**src/rtl/flagbank_pkg.sv**
```systemverilog
// Package: shared offsets and read-select type for the flag register bank.
// Assumes: offsets fit in the address width chosen by the top level.
package flagbank_pkg;
    localparam int unsigned FB_OFS_VIEW = 0;   // read-only flag view
    localparam int unsigned FB_OFS_SET  = 1;   // write-only set mask
    localparam int unsigned FB_OFS_CLR  = 2;   // write-only clear mask

    typedef enum logic {
        FB_RSEL_ZERO = 1'b0,
        FB_RSEL_VIEW = 1'b1
    } fb_rsel_e;
endpackage

```
**src/rtl/flagbank_decode.sv**
```systemverilog
// Module: flagbank_decode
// Turns one bus access into per-bit software set/clear masks and a read
// strobe with its data select. Purely combinational.
// Assumes: at most one access per cycle; bus_wdata is only meaningful on writes.
module flagbank_decode
    import flagbank_pkg::*;
#(
    parameter int unsigned FLAG_W = 8,
    parameter int unsigned ADDR_W = 4
) (
    input  logic              valid_i,
    input  logic              write_i,
    input  logic [ADDR_W-1:0] addr_i,
    input  logic [FLAG_W-1:0] wdata_i,
    output logic [FLAG_W-1:0] sw_set_o,
    output logic [FLAG_W-1:0] sw_clr_o,
    output logic              rd_en_o,
    output fb_rsel_e          rsel_o
);
    localparam logic [ADDR_W-1:0] OFS_VIEW = ADDR_W'(FB_OFS_VIEW);
    localparam logic [ADDR_W-1:0] OFS_SET  = ADDR_W'(FB_OFS_SET);
    localparam logic [ADDR_W-1:0] OFS_CLR  = ADDR_W'(FB_OFS_CLR);

    logic wr_access;
    logic rd_access;

    // Split the access into read and write qualifiers.
    always_comb begin
        wr_access = valid_i &&  write_i;
        rd_access = valid_i && !write_i;
    end

    // Route write data to the set or clear mask by offset; others drop it.
    always_comb begin
        sw_set_o = '0;
        sw_clr_o = '0;
        if (wr_access) begin
            if (addr_i == OFS_SET) sw_set_o = wdata_i;
            if (addr_i == OFS_CLR) sw_clr_o = wdata_i;
        end
    end

    // Pick read source: only the view offset returns flags.
    always_comb begin
        rd_en_o = rd_access;
        rsel_o  = (addr_i == OFS_VIEW) ? FB_RSEL_VIEW : FB_RSEL_ZERO;
    end
endmodule

```
**src/rtl/flagbank_core.sv**
```systemverilog
// Module: flagbank_core
// Holds the flag register. Each bit resolves its own requests with the
// fixed order hw clear > hw set > sw clear > sw set.
// Assumes: synchronous active-low reset; all requests are single-cycle levels.
module flagbank_core #(
    parameter int unsigned FLAG_W = 8
) (
    input  logic              clk,
    input  logic              rst_n,
    input  logic [FLAG_W-1:0] sw_set_i,
    input  logic [FLAG_W-1:0] sw_clr_i,
    input  logic [FLAG_W-1:0] hw_set_i,
    input  logic [FLAG_W-1:0] hw_clr_i,
    output logic [FLAG_W-1:0] flags_q
);
    for (genvar b = 0; b < FLAG_W; b++) begin : g_bit
        // Update one flag bit according to the fixed priority.
        always_ff @(posedge clk) begin
            if (!rst_n)            flags_q[b] <= 1'b0;
            else if (hw_clr_i[b])  flags_q[b] <= 1'b0;
            else if (hw_set_i[b])  flags_q[b] <= 1'b1;
            else if (sw_clr_i[b])  flags_q[b] <= 1'b0;
            else if (sw_set_i[b])  flags_q[b] <= 1'b1;
        end

        // hardware clear beats every other request.
        a_r9_hwclr_wins : assert property (@(posedge clk) disable iff (!rst_n)
            hw_clr_i[b] |=> !flags_q[b]);
        // hardware set beats both software requests.
        a_r9_hwset_beats_sw : assert property (@(posedge clk) disable iff (!rst_n)
            (hw_set_i[b] && !hw_clr_i[b]) |=> flags_q[b]);
        // software clear lands unless hardware sets.
        a_r3_sw_clear : assert property (@(posedge clk) disable iff (!rst_n)
            (sw_clr_i[b] && !hw_set_i[b]) |=> !flags_q[b]);
        // software set lands when nothing stronger is requested.
        a_r2_sw_set : assert property (@(posedge clk) disable iff (!rst_n)
            (sw_set_i[b] && !sw_clr_i[b] && !hw_clr_i[b]) |=> flags_q[b]);
        // a bit with no request keeps its value.
        a_r4_idle_hold : assert property (@(posedge clk) disable iff (!rst_n)
            !(sw_set_i[b] || sw_clr_i[b] || hw_set_i[b] || hw_clr_i[b])
            |=> $stable(flags_q[b]));
    end

    // reset leaves every flag at zero.
    a_r1_reset_clear : assert property (@(posedge clk)
        !rst_n |=> (flags_q == '0));
endmodule

```
**src/rtl/flagbank_rdmux.sv**
```systemverilog
// Module: flagbank_rdmux
// Registers read data: on a read strobe, loads flags or zero per the select;
// otherwise holds. Gives one cycle of read latency.
// Assumes: synchronous active-low reset.
module flagbank_rdmux
    import flagbank_pkg::*;
#(
    parameter int unsigned FLAG_W = 8
) (
    input  logic              clk,
    input  logic              rst_n,
    input  logic              rd_en_i,
    input  fb_rsel_e          rsel_i,
    input  logic [FLAG_W-1:0] flags_i,
    output logic [FLAG_W-1:0] rdata_q
);
    logic [FLAG_W-1:0] rd_next;

    // Choose the value a read would return.
    always_comb begin
        rd_next = (rsel_i == FB_RSEL_VIEW) ? flags_i : '0;
    end

    // Capture read data on a read strobe only.
    always_ff @(posedge clk) begin
        if (!rst_n)       rdata_q <= '0;
        else if (rd_en_i) rdata_q <= rd_next;
    end

    // read data holds in cycles without a read.
    a_r7_rdata_hold : assert property (@(posedge clk) disable iff (!rst_n)
        !rd_en_i |=> $stable(rdata_q));
    // reads of non-view offsets return zero.
    a_r6_zero_read : assert property (@(posedge clk) disable iff (!rst_n)
        (rd_en_i && rsel_i == FB_RSEL_ZERO) |=> (rdata_q == '0));
endmodule

```
**src/rtl/atomic_flag_bank.sv**
```systemverilog
// Module: atomic_flag_bank (top)
// Flag register bank with a read-only view and write-only set/clear masks,
// plus per-bit hardware set/clear inputs.
// Assumes: one bus access per cycle; synchronous active-low reset.
module atomic_flag_bank
    import flagbank_pkg::*;
#(
    parameter int unsigned FLAG_W = 8,
    parameter int unsigned ADDR_W = 4
) (
    input  logic              clk,
    input  logic              rst_n,
    input  logic              bus_valid,
    input  logic              bus_write,
    input  logic [ADDR_W-1:0] bus_addr,
    input  logic [FLAG_W-1:0] bus_wdata,
    output logic [FLAG_W-1:0] bus_rdata,
    input  logic [FLAG_W-1:0] hw_set,
    input  logic [FLAG_W-1:0] hw_clr,
    output logic [FLAG_W-1:0] flags_o
);
    logic [FLAG_W-1:0] sw_set;
    logic [FLAG_W-1:0] sw_clr;
    logic              rd_en;
    fb_rsel_e          rsel;
    logic [FLAG_W-1:0] flags;

    flagbank_decode #(.FLAG_W(FLAG_W), .ADDR_W(ADDR_W)) u_decode (
        .valid_i  (bus_valid),
        .write_i  (bus_write),
        .addr_i   (bus_addr),
        .wdata_i  (bus_wdata),
        .sw_set_o (sw_set),
        .sw_clr_o (sw_clr),
        .rd_en_o  (rd_en),
        .rsel_o   (rsel)
    );

    flagbank_core #(.FLAG_W(FLAG_W)) u_core (
        .clk      (clk),
        .rst_n    (rst_n),
        .sw_set_i (sw_set),
        .sw_clr_i (sw_clr),
        .hw_set_i (hw_set),
        .hw_clr_i (hw_clr),
        .flags_q  (flags)
    );

    flagbank_rdmux #(.FLAG_W(FLAG_W)) u_rdmux (
        .clk     (clk),
        .rst_n   (rst_n),
        .rd_en_i (rd_en),
        .rsel_i  (rsel),
        .flags_i (flags),
        .rdata_q (bus_rdata)
    );

    // Drive the flag vector out to neighbouring logic.
    always_comb flags_o = flags;

    // the output follows the register after a hardware clear.
    a_r10_out_follows : assert property (@(posedge clk) disable iff (!rst_n)
        (hw_clr != '0) |=> ((flags_o & $past(hw_clr)) == '0));
endmodule

```
**config.mk**
```make
export PLATFORM = sky130hd
export DESIGN_NAME = atomic_flag_bank
export DESIGN_NICKNAME = d
export VERILOG_FILES = /design/src/rtl/flagbank_pkg.sv /design/src/rtl/flagbank_decode.sv /design/src/rtl/flagbank_core.sv /design/src/rtl/flagbank_rdmux.sv /design/src/rtl/atomic_flag_bank.sv
export SDC_FILE = /design/constraint.sdc
export NUM_CORES = 1
export LEC_CHECK = 0
export ABC_AREA = 0
export CAP_MARGIN = 5
export CORE_AREA = 2 2 50 52
export CTS_CLUSTER_SIZE = 30
export DETAILED_ROUTE_END_ITERATION = 16
export DIE_AREA = 0 0 52 54
export HOLD_SLACK_MARGIN = 0.15
export PLACE_DENSITY = 0.79
export SYNTH_ARGS = -nofsm -noshare
export SYNTH_HDL_FRONTEND = slang
export SYNTH_HIERARCHICAL = 1
export SYNTH_SLANG_ARGS = --single-unit
```
**constraint.sdc**
```tcl
create_clock -name clk -period 3.55 [get_ports clk]
set_clock_uncertainty 0.15 [all_clocks]
set_input_delay 0.5325 -clock clk [delete_from_list [all_inputs] [get_ports clk]]
set_output_delay 0.5325 -clock clk [all_outputs]
set_load 0.1 [all_outputs]
```
==> flow_metrics.env, run 1 <==
export IMPL_worstPathCellList="clkdlybuf4s50_1"
export IMPL_wirelength_per_cell_um=13.4
export IMPL_cp_data_required_time_ns=2.87
export IMPL_tritoncts_num_buffers=3
export IMPL_antenna_violations_before_repair=0
export IMPL_yosys_cell_types_count=14
export IMPL_buffer_ports_inserted=47
export IMPL_timing_worst_slew_pin_value_ns=0.968
export IMPL_initial_core_util_pct=36.8
export IMPL_num_rows=18
export IMPL_gp_congestion=0.693
export IMPL_fin_tns_setup_ns=0
export IMPL_cts_reportedPaths_clkPinSlew_ns=0.09
export IMPL_drt_wl_total_um=2320
export IMPL_post_place_cells=170
export IMPL_post_route_fraction_of_the_period_consumed_by_the_critical_path_pct=70.1
export IMPL_syn_nets=131
export IMPL_cp_slowest_cell="clkdlybuf4s50_1"
export IMPL_overall_die_area_um2=2810
export IMPL_setup_worst_path_end_class="output port"
export IMPL_slew_headroom_pct=35.3
export IMPL_setup_worst_path_class="flip-flop to output port"
export IMPL_post_cts_setup_buffer_count=0
export IMPL_synth_ff_latch_count=16
export IMPL_worst_path_max_fanout=3
export IMPL_firstDrtPassIters=4
export IMPL_reg2reg_depth=2
export IMPL_min_delay_path_depth=2
export IMPL_critical_path_cell_count=1
export IMPL_clock_tree_from_tritoncts="yes"
export IMPL_cts_htree_levels=1
export IMPL_grt_first_pass_wirelength_um=3650
export IMPL_report_final_setup_viol=0
export IMPL_gr_total_overflow=0
export IMPL_startpoint_type="flip-flop"
export IMPL_finalMaxSlewViolations=0
export IMPL_tritoncts_num_sinks=16
export IMPL_critical_path_arrival_ns=1.81
export IMPL_layout_common_cells="clkdlybuf4s50_1 (47), dfxtp_1 (16), nor2_1 (16), nor2b_1 (9)"
export IMPL_routed_via_density=5.16
export IMPL_post_route_cells_drive_above_1_share_pct=8.39
export IMPL_yosys_area_top_type_share_pct=37.5
export IMPL_ctsHoldBuffers=0
export IMPL_busiest_metal_layer_after_global_routing="met2"
export IMPL_first_iter_violations=20
export IMPL_yosys_top_cells_area="dfxtp_1 (37%), nor4b_2 (14%), nand3b_1 (7.0%), nor2_1 (7.0%), nor2b_1 (6.6%)"
export IMPL_via_count=892
export IMPL_core_area_um2=2320
export IMPL_power_leakage_nw=0.480
export IMPL_timing_critical_path_slowest_cell_delay_ns=1.14
export IMPL_globalRouteTotalUtil_pct=17.6
export IMPL_worstSkewPairLatency_ns=0.28
export IMPL_outcome="complete, no violations"
export IMPL_use_met3_pct=2.78
export IMPL_p_per_area_nw_per_um2=291
export IMPL_netlist_top_cell_by_area="dfxtp_1"
export IMPL_area_growth_pct=57.0
export IMPL_dp_hpwl_um=1830
export IMPL_crit_family="buffers and inverters"
export IMPL_design_final_nets=177
export IMPL_final_instance_count_excl_fill=173
export IMPL_min_path_type="flip-flop to flip-flop"
export IMPL_grt_pass1_vias=878
export IMPL_grt_setup_unrepaired="false"
export IMPL_grt_start_max_net_pins=25
export IMPL_ctsRootBufferMaster="clkbuf_4"
export IMPL_cts_resized=0
export IMPL_yosys_warnings=6
export IMPL_die_width_um=52
export IMPL_fmax_mhz=402
export IMPL_cap_violations=0
export IMPL_chipHeight_um=54
export IMPL_worst_ir_drop_vdd_mv=0.135
export IMPL_syn_cell_area_um2=855
export IMPL_cts_root_to_sink_buffers=2
export IMPL_global_route_usage_met2_pct=31.0
export IMPL_route_antenna_remaining_nets=0
export IMPL_whs_ns=0.326
export IMPL_postLayoutCellArea_um2=1340
export IMPL_synth_seq_area_share_pct=37.5
export IMPL_grt_met1_usage_pct=20.2
export IMPL_placement_cell_area_um2=1320
export IMPL_path_buf_inv=1
export IMPL_antennaDiodeCount=0
export IMPL_most_frequent_standard_cell_in_the_layout_excluding_fill_and_tap_cells="clkdlybuf4s50_1"
export IMPL_ios=48
export IMPL_syn_mean_instance_area_um2=8.63
export IMPL_post_route_min_period_ns=2.49
export IMPL_syn_inst=99
export IMPL_post_route_drc_count=0
export IMPL_finalHoldViolations=0
[layout make-up]
cell class | instances | area, µm²
repair buffers | 48 | 478
well taps | 30 | 37.5
clock buffers | 3 | 22.5
multi-input cells | 76 | 483
flip-flops and latches | 16 | 320
fillers | 223 | 978
[power breakdown]
| group | switching, mW | leakage [nW] | internal [mW] | total (mW) |
|---|---|---|---|---|
| clock | 0.0543 | 0.0138 | 0.0394 | 0.0937 |
| sequential | 0.00365 | 0.130 | 0.184 | 0.188 |
| combinational | 0.0602 | 0.336 | 0.0488 | 0.109 |
| total | 0.118 | 0.480 | 0.272 | 0.390 |
[cells by family after synthesis]
family / share of synthesized area [%]
simple gates: 56.5
flops: 37.5
buf+inv: 6.00
[synth_stat cells]
| cell type | instances |
|---|---|
| dfxtp_1 | 16 |
| nor2_1 | 16 |
| nor2b_1 | 9 |
| nand2_1 | 8 |
| nand3_1 | 8 |
| nand3b_1 | 8 |
| nand4_1 | 8 |
| nor3_1 | 8 |
| nor4b_2 | 8 |
| buf_6 | 3 |
| buf_2 | 2 |
| clkbuf_1 | 2 |
| or4b_1 | 2 |
| nor4_1 | 1 |
[final timing paths]
kind / slack, ns / startpoint / to
worst max-delay path: 1.06 / u_core/flags_q[7]$_SDFFE_PP0P_ / flags_o[7]
worst min-delay path: 0.33 / u_rdmux/rdata_q[3]$_SDFFE_PN0P_ / u_rdmux/rdata_q[3]$_SDFFE_PN0P_
worst min register to register: 0.33 / u_rdmux/rdata_q[3]$_SDFFE_PN0P_ / u_rdmux/rdata_q[3]$_SDFFE_PN0P_
worst max register to register: 2.59 / u_core/flags_q[1]$_SDFFE_PP0P_ / u_core/flags_q[1]$_SDFFE_PP0P_
[state kept, by name (all words and copies together) (netlist names)]
signal	flops
u_core/flags_q	8
u_rdmux/rdata_q	8
[layer usage]
metal	routed length, µm	part of all wire (%)
met5	0	0
met4	57	2.5
met3	159	6.9
met2	1160	50
met1	938	41
[through the flow]
stage / util, % / total power, mW / setup slack [ns]
after floorplan: - / 0.251 / 1.71
after detailed placement: 56.9 / 0.301 / 1.14
after global placement: 56.9 / 0.299 / 1.18
after CTS: 57.8 / 0.392 / 1.05
after global routing: 57.8 / 0.406 / 1.02
final: 57.8 / 0.390 / 1.06
No activity file was read; power rests on OpenSTA's default activity.
==> run 2: changes to the inputs <==
- CORE_AREA: 2 2 50 52 -> 2 2 52 54
- DIE_AREA: 0 0 52 54 -> 0 0 54 56
- PLACE_DENSITY: 0.79 -> 0.74
- clock period: 3.55 -> 2.45 ns (I/O delays scaled with it)
==> flow_metrics.env, run 2 (synthesis results as in run 1) <==
export IMPL_outcome="complete, no violations"
export IMPL_crit_family="simple AND/OR/NAND/NOR gates"
export IMPL_antennaDiodeCount=0
export IMPL_timing_worst_slew_pin_value_ns=0.724
export IMPL_report_final_setup_viol=0
export IMPL_route_antenna_remaining_nets=0
export IMPL_cts_htree_levels=1
export IMPL_reg_to_reg_start="u_core/flags_q[1]$_SDFFE_PP0P_"
export IMPL_min_path_type="flip-flop to flip-flop"
export IMPL_ios=48
export IMPL_layout_common_cells="clkdlybuf4s50_1 (31), buf_4 (18), dfxtp_1 (16), nor2_1 (16), nor2b_1 (9)"
export IMPL_critical_path_arrival_ns=1.99
export IMPL_post_route_fraction_of_the_period_consumed_by_the_critical_path_pct=79.3
export IMPL_timing_critical_path_slowest_cell_delay_ns=0.70
export IMPL_tritoncts_num_buffers=3
export IMPL_fmax_mhz=515
export IMPL_firstDrtPassIters=4
export IMPL_cts_reportedPaths_clkPinSlew_ns=0.10
export IMPL_cts_resized=0
export IMPL_wirelength_per_cell_um=12.8
export IMPL_reg2reg_depth=2
export IMPL_fillerInstances=220
export IMPL_startpoint_type="primary input"
export IMPL_cap_violations=0
export IMPL_launch_point_of_the_worst_path="bus_addr[3]"
export IMPL_grt_start_max_net_pins=25
export IMPL_overall_die_area_um2=3020
export IMPL_cts_root_to_sink_buffers=2
export IMPL_routed_via_density=5.19
export IMPL_buffer_ports_inserted=47
export IMPL_regToRegEndpoint="u_core/flags_q[1]$_SDFFE_PP0P_"
export IMPL_fin_tns_setup_ns=0
export IMPL_chipHeight_um=56
export IMPL_worst_ir_drop_vdd_mv=0.277
export IMPL_tritoncts_num_sinks=16
export IMPL_finalHoldViolations=0
export IMPL_globalRouteTotalUtil_pct=15.6
export IMPL_antenna_violations_before_repair=0
export IMPL_post_cts_setup_buffer_count=0
export IMPL_cp_data_required_time_ns=2.50
export IMPL_critical_path_cell_count=5
export IMPL_p_per_area_nw_per_um2=457
export IMPL_min_delay_path_depth=2
export IMPL_core_area_um2=2430
export IMPL_grt_pass1_vias=816
export IMPL_clock_tree_from_tritoncts="yes"
export IMPL_finalMaxSlewViolations=0
export IMPL_setup_worst_path_class="primary input to flip-flop"
export IMPL_worstSkewPairLatency_ns=0.28
export IMPL_area_growth_pct=54.8
export IMPL_gr_total_overflow=0
export IMPL_drt_wl_total_um=2250
export IMPL_setup_worst_path_end_class="flip-flop"
export IMPL_worst_path_max_fanout=8
export IMPL_endpoint="u_core/flags_q[5]$_SDFFE_PP0P_"
export IMPL_path_buf_inv=1
export IMPL_dp_hpwl_um=1750
export IMPL_ctsRootBufferMaster="clkbuf_4"
export IMPL_die_width_um=54
export IMPL_post_route_cells_drive_above_1_share_pct=20.7
export IMPL_slew_headroom_pct=51.6
export IMPL_design_final_nets=178
export IMPL_initial_core_util_pct=35.1
export IMPL_grt_first_pass_wirelength_um=3570
export IMPL_reg2reg_setup_slack_ns=1.48
export IMPL_total_power_uw=605
export IMPL_cp_slowest_cell="or4b_1"
export IMPL_top_regs="u_core/flags_q x8, u_rdmux/rdata_q x8"
export IMPL_most_frequent_standard_cell_in_the_layout_excluding_fill_and_tap_cells="clkdlybuf4s50_1"
export IMPL_gp_congestion=0.844
export IMPL_post_route_drc_count=0
export IMPL_num_rows=18
export IMPL_hold_startpoint="u_rdmux/rdata_q[5]$_SDFFE_PN0P_"
export IMPL_ctsHoldBuffers=0
export IMPL_post_route_min_period_ns=1.94
export IMPL_post_place_cells=171
export IMPL_first_iter_violations=26
export IMPL_grt_setup_unrepaired="false"
export IMPL_power_leakage_nw=0.523
export IMPL_final_instance_count_excl_fill=175
export IMPL_via_count=909
export IMPL_worstPathCellList="clkdlybuf4s50_1 -> or4b_1 -> nor2_1 -> nor3_1 -> nor4b_2"
[run 2: worst register-to-register path: stages (launching register included)]
cell and delay [ns]:
dfxtp_1 0.39, nor3_1 0.09, nor4b_2 0.26
[run 2: worst min-delay path by stage]
stage,end,slack (ns)
after floorplan,u_core/flags_q[0]$_SDFFE_PP0P_,0.29
after global placement,u_rdmux/rdata_q[6]$_SDFFE_PN0P_,0.30
after detailed placement,u_rdmux/rdata_q[5]$_SDFFE_PN0P_,0.31
after CTS,u_rdmux/rdata_q[5]$_SDFFE_PN0P_,0.33
after global routing,u_rdmux/rdata_q[5]$_SDFFE_PN0P_,0.35
final,u_rdmux/rdata_q[5]$_SDFFE_PN0P_,0.33
[run 2: area by class of cell]
type                    instances  area [µm²]  share of cell area (%)
flip-flops and latches         16         320                    24.2
clock buffers                   4        36.3                    2.74
well taps                      30        37.5                    2.84
multi-input cells              76         483                    36.5
repair buffers                 49         445                    33.7
[run 2: routing by layer]
metal | global-route usage [%] | wire length, µm
met5 | 0 | 0
met4 | 6.43 | 8
met1 | 20.2 | 991
met3 | 2.15 | 140
met2 | 25.1 | 1110
[run 2: stage by stage]
| stage | hold WS (ns) | setup slack (ns) | util [%] | instance area [µm²] |
|---|---|---|---|---|
| 2_1_floorplan | 0.289 | 0.779 | - | 855 |
| 3_3_place_gp | 0.305 | 0.276 | 52.9 | 1290 |
| 3_5_place_dp | 0.313 | 0.213 | 52.9 | 1290 |
| 4_1_cts | 0.330 | 0.524 | 54.4 | 1320 |
| 5_1_grt | 0.349 | 0.416 | 54.4 | 1320 |
| 6_report | 0.326 | 0.508 | 54.4 | 1320 |
[run 2: power breakdown]
group | internal, mW | leakage (nW) | total (mW) | switching (mW)
Sequential | 0.267 | 0.130 | 0.273 | 0.00590
Clock | 0.0905 | 0.0210 | 0.176 | 0.0858
Combinational | 0.0692 | 0.371 | 0.156 | 0.0864
==> run 3: changes to the inputs <==
- clock period: 2.45 -> 1.9 ns (I/O delays scaled with it)
==> flow_metrics.env, run 3 (synthesis results as in run 1) <==
export IMPL_grt_first_pass_wirelength_um=3710
export IMPL_post_route_cells_drive_above_1_share_pct=21.2
export IMPL_grt_start_max_net_pins=25
export IMPL_finalHoldViolations=0
export IMPL_dp_hpwl_um=1850
export IMPL_core_area_um2=2430
export IMPL_regToRegEndpoint="u_core/flags_q[4]$_SDFFE_PP0P_"
export IMPL_placement_cell_area_um2=1490
export IMPL_buffer_ports_inserted=47
export IMPL_worst_ir_drop_vdd_mv=0.268
export IMPL_antennaDiodeCount=0
export IMPL_postLayoutCellArea_um2=1530
export IMPL_cap_violations=0
export IMPL_ios=48
export IMPL_antenna_violations_before_repair=0
export IMPL_outcome="complete, no violations"
export IMPL_post_route_fraction_of_the_period_consumed_by_the_critical_path_pct=97.9
export IMPL_worst_path_max_fanout=8
export IMPL_min_path_type="flip-flop to flip-flop"
export IMPL_p_sw_uw=244
export IMPL_gr_total_overflow=0
export IMPL_fraction_of_power_consumed_by_combinational_cells_pct=27.5
export IMPL_reg2reg_depth=2
export IMPL_worst_slack_ns=0.0392
export IMPL_most_frequent_standard_cell_in_the_layout_excluding_fill_and_tap_cells="clkdlybuf4s50_1"
export IMPL_firstDrtPassIters=4
export IMPL_startpoint_type="primary input"
export IMPL_slew_headroom_pct=76.3
export IMPL_cts_resized=0
export IMPL_initial_core_util_pct=35.1
export IMPL_drt_wl_total_um=2390
export IMPL_top_regs="u_core/flags_q x8, u_rdmux/rdata_q x8"
export IMPL_routed_via_density=5.19
export IMPL_setup_worst_path_end_class="flip-flop"
export IMPL_cts_root_to_sink_buffers=2
export IMPL_launch_point_of_the_worst_path="bus_addr[3]"
export IMPL_ctsHoldBuffers=0
export IMPL_layout_common_cells="clkdlybuf4s50_1 (31), buf_12 (16), dfxtp_1 (16), nor2_1 (16), nor2b_1 (9)"
export IMPL_cts_htree_levels=1
export IMPL_power_switching_share_pct=29.9
export IMPL_preCtsSetupSlack_ns=-0.238
export IMPL_report_final_setup_viol=0
export IMPL_via_count=914
export IMPL_ctsRootBufferMaster="clkbuf_4"
export IMPL_post_route_drc_count=0
export IMPL_tritoncts_num_sinks=16
export IMPL_first_iter_violations=22
export IMPL_chipHeight_um=56
export IMPL_gp_congestion=0.862
export IMPL_cts_reportedPaths_clkPinSlew_ns=0.10
export IMPL_wirelength_per_cell_um=13.6
export IMPL_post_cts_setup_buffer_count=0
export IMPL_route_antenna_remaining_nets=0
export IMPL_p_per_area_nw_per_um2=533
export IMPL_cellInternalPower_uw=572
export IMPL_reg2reg_setup_slack_ns=0.86
export IMPL_finalMaxSlewViolations=0
export IMPL_fin_tns_setup_ns=0
export IMPL_grt_pass1_vias=831
export IMPL_power_leakage_nw=0.575
export IMPL_critical_path_arrival_ns=1.92
export IMPL_grt_setup_unrepaired="false"
export IMPL_cp_data_required_time_ns=1.96
export IMPL_num_rows=18
export IMPL_tritoncts_num_buffers=3
export IMPL_fmax_mhz=537
export IMPL_die_width_um=54
export IMPL_reg_to_reg_start="u_core/flags_q[4]$_SDFFE_PP0P_"
export IMPL_overall_die_area_um2=3020
export IMPL_worstSkewPairLatency_ns=0.29
export IMPL_share_seq_of_total_power_pct=43.6
export IMPL_design_final_nets=179
export IMPL_area_growth_pct=79.1
export IMPL_endpoint="u_core/flags_q[4]$_SDFFE_PP0P_"
export IMPL_clock_tree_from_tritoncts="yes"
export IMPL_timing_worst_slew_pin_value_ns=0.355
export IMPL_globalRouteTotalUtil_pct=16.3
export IMPL_setup_worst_path_class="primary input to flip-flop"
export IMPL_clock_power_share_pct=28.9
export IMPL_post_route_min_period_ns=1.86
[run 3: cell types whose count changed in the layout (fill, tap and decap cells not counted), sizes merged]
cell  before  now
buf       18   19
[run 3: worst max-delay path, cell delays in order]
cell and delay, ns:
clkdlybuf4s50_1 0.43, or4b_1 0.70, nor2_1 0.16, nor3_1 0.07, nor4b_2 0.27
[run 3: per-layer routing]
layer	global-route usage, %	wire length (µm)	part of all wire (%)
met1	21.1	1020	43
met2	24.6	1190	50
met3	4.30	161	6.7
met4	7.50	24	1.0
met5	0	0	0
[run 3: cell type report]
cell class / count / area (µm²)
flip-flops and latches: 16 / 320
multi-input cells: 76 / 483
fillers: 201 / 902
repair buffers: 50 / 653
clock buffers: 4 / 36.3
well taps: 30 / 37.5
[run 3: worst min-delay path by stage]
stage | start | endpoint | depth (start not counted)
after floorplan | hw_clr[0] | u_core/flags_q[0]$_SDFFE_PP0P_ | 1
after global placement | u_rdmux/rdata_q[2]$_SDFFE_PN0P_ | u_rdmux/rdata_q[2]$_SDFFE_PN0P_ | 2
after detailed placement | u_rdmux/rdata_q[6]$_SDFFE_PN0P_ | u_rdmux/rdata_q[6]$_SDFFE_PN0P_ | 2
after CTS | u_rdmux/rdata_q[0]$_SDFFE_PN0P_ | u_rdmux/rdata_q[0]$_SDFFE_PN0P_ | 2
after global routing | u_rdmux/rdata_q[6]$_SDFFE_PN0P_ | u_rdmux/rdata_q[6]$_SDFFE_PN0P_ | 2
final | u_rdmux/rdata_q[1]$_SDFFE_PN0P_ | u_rdmux/rdata_q[1]$_SDFFE_PN0P_ | 2
[run 3: through the flow]
step	power (mW)	hold WS [ns]	instances	utilization (%)
CTS	0.816	0.364	176	62.9
detailed placement	0.588	0.347	172	61.4
global placement	0.584	0.342	172	61.4
global route	0.840	0.382	176	62.9
floorplan	0.468	0.206	99	-
finish	0.816	0.361	176	62.9
[run 3: power by group through the flow]
stage	logic, mW	clock network (mW)	registers (mW)
3_5_place_dp	0.224	0	0.364
5_1_grt	0.234	0.249	0.357
3_3_place_gp	0.220	0	0.363
2_1_floorplan	0.0484	0	0.420
4_1_cts	0.224	0.236	0.356
6_report	0.224	0.236	0.356
